## src/rtl/dly_evt_fmt.sv

```systemverilog
module dly_evt_fmt #(
  parameter int SW    = 10,
  parameter int DEPTH = 128,
  parameter int BW    = 10,
  parameter int MW    = 6,
  parameter int CW    = 5
) (
  input  logic                     clk,
  input  logic                     rst_n,
  input  logic                     smp_vld,
  input  logic [SW-1:0]            smp_data,
  input  logic                     trig,
  input  logic [MW-1:0]            cfg_module,
  input  logic [CW-1:0]            cfg_chan,
  input  logic [SW-1:0]            cfg_thresh,
  input  logic [BW-1:0]            cfg_nsamp,
  input  logic [$clog2(DEPTH)-1:0] cfg_delay,
  input  logic                     fifo_full,
  output logic                     fifo_wr,
  output logic [15:0]              fifo_din,
  output logic                     busy
);
  localparam int DW = $clog2(DEPTH);
  localparam int PW = 12;
  localparam logic [2:0] T_HDR = 3'b001, T_ADC = 3'b010, T_TIM = 3'b011, T_TRL = 3'b100;

  typedef enum logic [1:0] {S_IDLE, S_CAPT, S_TRL} st_t;

  st_t            st;
  logic [SW-1:0]  mem [DEPTH];
  logic [DW-1:0]  wp;
  logic [BW-1:0]  bin, tbin, nkept;
  logic           tpend, stop;

  wire [SW-1:0] dly  = (cfg_delay == '0) ? smp_data : mem[wp - cfg_delay];
  wire          last = (bin == cfg_nsamp - BW'(1));
  wire          keep = (dly >= cfg_thresh);

  function automatic logic [15:0] mkword(input logic [2:0] t, input logic [PW-1:0] p);
    return {^{t, p}, t, p};
  endfunction

  assign busy = (st != S_IDLE);

  always_ff @(posedge clk or negedge rst_n) begin
    if (!rst_n) begin
      st       <= S_IDLE;
      wp       <= '0;
      bin      <= '0;
      tbin     <= '0;
      nkept    <= '0;
      tpend    <= 1'b0;
      stop     <= 1'b0;
      fifo_wr  <= 1'b0;
      fifo_din <= '0;
      for (int i = 0; i < DEPTH; i++) mem[i] <= '0;
    end else begin
      fifo_wr <= 1'b0;
      if (smp_vld) begin
        mem[wp] <= smp_data;
        wp      <= wp + DW'(1);
      end
      case (st)
        S_IDLE: begin
          if (trig && !fifo_full) begin
            fifo_wr  <= 1'b1;
            fifo_din <= mkword(T_HDR, {1'b0, cfg_module, cfg_chan});
            bin      <= '0;
            nkept    <= '0;
            tpend    <= 1'b0;
            stop     <= 1'b0;
            st       <= (cfg_nsamp == '0) ? S_TRL : S_CAPT;
          end
        end
        default: begin
          if (tpend) begin
            tpend <= 1'b0;
            if (!fifo_full && !stop) begin
              fifo_wr  <= 1'b1;
              fifo_din <= mkword(T_TIM, PW'(tbin));
            end else begin
              stop <= 1'b1;
            end
          end else if (st == S_TRL && !fifo_full) begin
            fifo_wr  <= 1'b1;
            fifo_din <= mkword(T_TRL, PW'(nkept));
            st       <= S_IDLE;
          end
          if (st == S_CAPT && smp_vld) begin
            bin <= bin + BW'(1);
            if (last) st <= S_TRL;
            if (keep) begin
              if (!fifo_full && !stop) begin
                fifo_wr  <= 1'b1;
                fifo_din <= mkword(T_ADC, PW'(dly));
                tpend    <= 1'b1;
                tbin     <= bin;
                nkept    <= nkept + BW'(1);
              end else begin
                stop <= 1'b1;
              end
            end
          end
        end
      endcase
    end
  end

  AST_EVEN_PARITY: assert property (@(posedge clk) disable iff (!rst_n)
    fifo_wr |-> (^fifo_din) == 1'b0);
  AST_NO_WRITE_WHEN_FULL: assert property (@(posedge clk) disable iff (!rst_n)
    fifo_wr |-> !$past(fifo_full));
  AST_KEPT_ABOVE_THR: assert property (@(posedge clk) disable iff (!rst_n)
    (fifo_wr && fifo_din[14:12] == T_ADC) |-> fifo_din[SW-1:0] >= cfg_thresh);
  AST_TIME_AFTER_ADC: assert property (@(posedge clk) disable iff (!rst_n)
    (fifo_wr && fifo_din[14:12] == T_TIM) |-> ($past(fifo_wr) && $past(fifo_din[14:12]) == T_ADC));
  AST_HDR_OPENS_EVENT: assert property (@(posedge clk) disable iff (!rst_n)
    $rose(busy) |-> (fifo_wr && fifo_din[14:12] == T_HDR));
  AST_STROBE_SPACING: assert property (@(posedge clk) disable iff (!rst_n)
    smp_vld |=> !smp_vld);
endmodule

```

## config.mk

```make
export PLATFORM = sky130hd
export DESIGN_NAME = dly_evt_fmt
export DESIGN_NICKNAME = d
export VERILOG_FILES = /design/src/rtl/dly_evt_fmt.sv
export SDC_FILE = /design/constraint.sdc
export NUM_CORES = 2
export LEC_CHECK = 0
export ABC_AREA = 1
export CAP_MARGIN = 20
export CELL_PAD_IN_SITES_DETAIL_PLACEMENT = 0
export CELL_PAD_IN_SITES_GLOBAL_PLACEMENT = 1
export CORE_ASPECT_RATIO = 1.4
export CORE_MARGIN = 2
export CORE_UTILIZATION = 51
export CTS_CLUSTER_DIAMETER = 40
export DETAILED_ROUTE_END_ITERATION = 7
export PLACE_DENSITY = 0.95
export SYNTH_ARGS = -nofsm -noshare
export SYNTH_HDL_FRONTEND = slang
export SYNTH_SLANG_ARGS = --single-unit
```

## constraint.sdc

```tcl
create_clock -name clk -period 8.2 [get_ports clk]
set_input_delay 1.23 -clock clk [delete_from_list [all_inputs] [get_ports clk]]
set_output_delay 1.23 -clock clk [all_outputs]
set_load 0.03 [all_outputs]
```

Yosys cells after proc, flatten, opt, wreduce, memory -nomap -nowiden. Cells that the tools add are included.

Register bits after elaboration: 1338. Input port bits: 53. Output and inout port bits: 18. Logic and storage cells: 221.

Add/subtract/negate cells: 5. Magnitude comparators: 4. Equality and inequality tests: 4. Muxes and demuxes: 47. Bitwise operators: 3. Reduce and logical (&&, ||, !) cells: 21.

Operators by type and width (number): bitwise mux 1280 bit (1); 2-to-1 mux 16 bit (8); 2-to-1 mux 10 bit (11); binary-select mux 10 bit (select 7 bit) (1); demux 10 bit (select 7 bit) (1); XOR reduction 15 bit (4); adder 10 x 1 -> 10 bit, second input constant (2); 2-to-1 mux 1 bit (18); >= comparator 8 bit, second input constant (2); NOT 7 -> 8 bit (2); 2-to-1 mux 2 bit (7); equality test 10 bit (1); >= comparator 10 bit (1); logical NOT 10 bit (1); subtractor 10 x 1 -> 10 bit, second input constant (1); less-than comparator 8 x 1 -> 1 bit, second input constant (1); AND reduction 4 bit (2); nonzero test 2 bit (4); adder 7 x 1 -> 7 bit, second input constant (1); logical NOT 7 bit (1); subtractor 7 bit (1); logical AND 1 bit (5); equality test 2 x 1 -> 1 bit, second input constant (1); equality test 2 bit, second input constant (1); other kinds (5) (6).

Depth between registers and ports, before layout.
Depth in word-level cells: 11. Mapped depth: 39. Depth with buffers taken out: 37.

Least setup slack after synthesis. No wires, ideal clock.

Kind: in2reg. Start: in cfg_delay[0]. End: reg tbin[0]. Setup time: 130 ps. Arrival: 5123 ps. Data required time: 8070 ps. Setup slack: 2947 ps. Cell stages on the path: 34. Path buffers: 5. Cell sequence: ha_1 > fa_1 > buf_4 > buf_2 > buf_2 > o21ai_0 > o22ai_1 > nand2_1 > nand3_1 > nand3_1 > nand3_1 > nand3_1 > nand3_1 > nand2_1 > ha_1 > o21ai_1 > a21boi_0 > o21ai_1 > nand2_1 > nand2_1 > nand2_1 > nand2_1 > nand2_1 > nand2_1 > nand2_1 > a21oi_1 > o21bai_1 > nand2_1 > nor2_1 > inv_1 > buf_2 > buf_1 > nand2_1 > o21ai_0.

Cells in the longest elaborated chain, start to end: 8. Elaborated cells on any way between the ends: 9. Classes of those cells: 1 x add/sub; 1 x order compare; 4 x mux; 1 x bitwise; 2 x reduce/logical.

Ends and longest elaborated chain: start: declaration (line 17) `input logic [$clog2(DEPTH)-1:0] cfg_delay,`; subtractor 7 bit (line 35) `wire [SW-1:0] dly = (cfg_delay == '0) ? smp_data : mem[wp - cfg_delay];`; NOT 7 -> 8 bit (not written as such) (line 35); binary-select mux 10 bit (select 7 bit) (line 35); 2-to-1 mux 10 bit (not written as such) (2 in series) (line 35); 2-to-1 mux 10 bit (*) (line 35); >= comparator 10 bit (*) (line 37) `wire keep = (dly >= cfg_thresh);`; AND reduction 4 bit (no source line) (*); end signal: assignment (line 97) `tbin <= bin;`; end: declaration (line 32) `logic [BW-1:0] bin, tbin, nkept;`.

Every way passes the cells marked *; elsewhere a longest branch is shown, timed or not. The select of a mux whose other input is x is not followed. A chain may end at the register's enable or synchronous reset.

Worst setup path after layout.
Start: in cfg_delay[0]. End: reg tbin[8].

Same word-level chain as after synthesis.

==> impl_results.md <==
- Outcome: complete, no violations
- FP Rows: 152
- VDD IR-drop max: approximately 0.32 mV
- Core area: roughly 120000 um^2
- Post-route cell area: between 60000 and 70000 um^2
- Slew HR: 19.9%
- Total Wirelength: about 190000 um
- Root buffer cell: clkbuf_16
- Crit end category: register
- Die W: about 300 um
- First-pass GRT wire length: ~300000 um
- Tcrit/Tclk final: between 80% and 90%
- Via/cell ratio: about 6
- FF+latch count, synth: about 1300
- Cts hold-fix bufs: 0
- Asr flop ratio synth: 100%
- Post-Syn Area: roughly 63000 um^2
- Overflow after GRT: 0
- Clock latency on the worst-skew pair: 0.79 ns
- Clock transition at path regs: approximately 0.06 ns
- Syn Inst Count: roughly 8000
- Die area: approximately 130000 um^2
- Slew Viols, Final: 0
- 1st-iter DRT viols: 6419
- Routed WL per cell: between 20 and 25 um
- Crit path DAT: ~7.7 ns
- Remaining DRCs: 0
- Drt first pass iters: 6
- Post-synth EDFFs: 0
- RSZ-0062 raised after global routing: false
- Slowest CP cell: inv_6
- MaxCap Viol Count: 0
- CTS tree: built
- Post-CTS setup buffers: 0
- Worst path most repeated cell: nand2_1
- Worst EP required: 8.86 ns
- WP buf/inv: 5
- Number of global-route vias before repair: 51800
- P_leak: 31.1 nW
- NumNets Final: 7706
- Largest net degree at the start of global routing: about 170
- Placed cell areas: 63800 um^2
- CP max stage delay: 0.68 ns
- Hold WS: between 0.4 and 0.5 ns
- CTS Sinks: around 1300
- Via count: around 55000
- Max Clock Freq: 143 MHz
- Setup ws final: 1.21 ns
- Tmin final: between 6 and 7 ns
- Final setup viols: 0
- Chip Height: 420 um
- Crit path max fanout: between 60 and 70
- Yosys warning count: 0
- CTS Buf Count: approximately 140
- Initial antenna violation count: 2
- Cells resized by post-CTS repair: 0
- Pre-CTS setup slack: around 0.63 ns
- Port buffer count: 70
- Final HPWL DP: between 100000 and 150000 um
- Worst slew pin tran: between 1 and 1.5 ns
- H-tree lvl count: 4
- Min-Delay Path Class: reg2reg
- Post-Syn Nets: between 8000 and 9000
- Setup CP Type: in2reg
- Sequential-to-total area share from yosys stat: 53.2%
- Unique masters post-synth: 41
- Layout cells sized above 1: ~4.8%
- Post-DRT Antenna Nets: 0
- Prevailing post-synth register cell: dfrtp_1
- Final Hold Fails: 0
- Area Overhead vs Synth: 9.16%
- GP Congestion: approximately 0.90
- CTS Buffer Depth: 3
- Initial Util: 51.4%
- Layout Skew: 0.0255 ns
- Avg Inst Size Synth: 7.86 um^2
- Startpoint types: input pin
- I/O pins: between 70 and 80
- Total GRT Usage: 30.5%
- CP delay by family, top: simple AND/OR/NAND/NOR gates
- Power Density: 380 nW/um^2
- Setup TNS: 0 ns
-- synthesized netlist by cell type, types with 18 or more instances --
cell type	instances	area [um^2]
nand2_1	2890	10800
o21ai_1	26	130
a21oi_1	158	791
buf_4	45	338
nor3_1	25	125
ha_1	23	288
buf_2	184	921
o21ai_0	1378	6900
nor2_1	202	758
clkbuf_1	449	1690
xor2_1	32	280
dfrtp_1	1338	33500
xnor2_1	18	158
o31ai_1	20	150
nand3_1	1001	5010
inv_1	142	533
-- cells by family after synthesis --
logic type	after synthesis	synth area share, %
fa+ha+maj	24	0.489
buf+inv	846	5.78
compound gates	1602	12.9
flops	1338	53.2
xor+xnor	53	0.773
simple gates	4145	26.9
-- routing by layer --
| layer | up-vias | global-route usage, % | routed length, um |
|---|---|---|---|
| li1 | 25400 | - | - |
| met1 | 26500 | 40.7 | 78000 |
| met2 | 2420 | 48.0 | 88600 |
| met3 | 527 | 5.22 | 15000 |
| met4 | 2 | 15.1 | 9830 |
| met5 | - | 0 | 11 |
-- area by class of cell --
| cell class | instances | area (um^2) |
|---|---|---|
| fillers | 11300 | 53800 |
| flip-flops and latches | 1338 | 33500 |
| multi-input cells | 5824 | 25900 |
| clock buffers | 187 | 3970 |
| well taps | 1617 | 2020 |
| repair buffers | 170 | 1810 |
| clock inverters | 65 | 867 |
| inverters | 152 | 621 |
| diodes | 1 | 2.50 |
-- state kept, by name, indices dropped and copies added, names as in the netlist --
signal	count
stop	1
fifo_din	16
fifo_wr	1
mem	1280
tpend	1
bin	10
st	2
nkept	10
wp	7
tbin	10
-- stage by stage --
step / power, mW / cells / utilization, %
CTS: 26.0 / 9350 / 56.1
global placement: 19.1 / 9096 / 52.1
floorplan: 15.8 / 8008 / -
finish: 26.1 / 9354 / 56.1
global route: 27.6 / 9354 / 56.1
detailed placement: 19.3 / 9098 / 52.1
-- worst register-to-register path: cells and delay by family (launching register included) --
| family | cells | cell delay, ns |
|---|---|---|
| adders and majority gates | 3 | 0.89 |
| AOI/OAI and AO/OA | 6 | 0.67 |
| buffers and inverters | 5 | 2.23 |
| and+or+nand+nor | 19 | 2.57 |
| DFF | 1 | 0.46 |
-- power by group --
part	switching (mW)	internal [mW]
registers	0.939	8.26
logic	7.08	3.14
clock network	2.80	3.89
-- cells in the final DEF, fill, tap and decap left out, types with 69 or more instances in the layout --
master,count
nand2_1,2889
o21ai_0,1378
dfrtp_1,1338
nand3_1,1001
nor2_1,198
a21oi_1,158
clkbuf_16,146
inv_1,134
clkdlybuf4s50_1,69
buf_4,69
-- worst paths after layout --
kind / cells after the start / slack, ns / to / start
setup / recovery: 33 / 1.21 / tbin[8] / cfg_delay[0]
hold / removal: 1 / 0.46 / bin[5] / bin[5]
setup reg to reg: 33 / 1.25 / tbin[8] / wp[0]
hold reg to reg: 1 / 0.46 / bin[5] / bin[5]
max in group asynchronous: 3 / 5.66 / mem[668] / rst_n
min in group asynchronous: 1 / 0.48 / mem[247] / rst_n
Power figures use the tool's default switching activity.
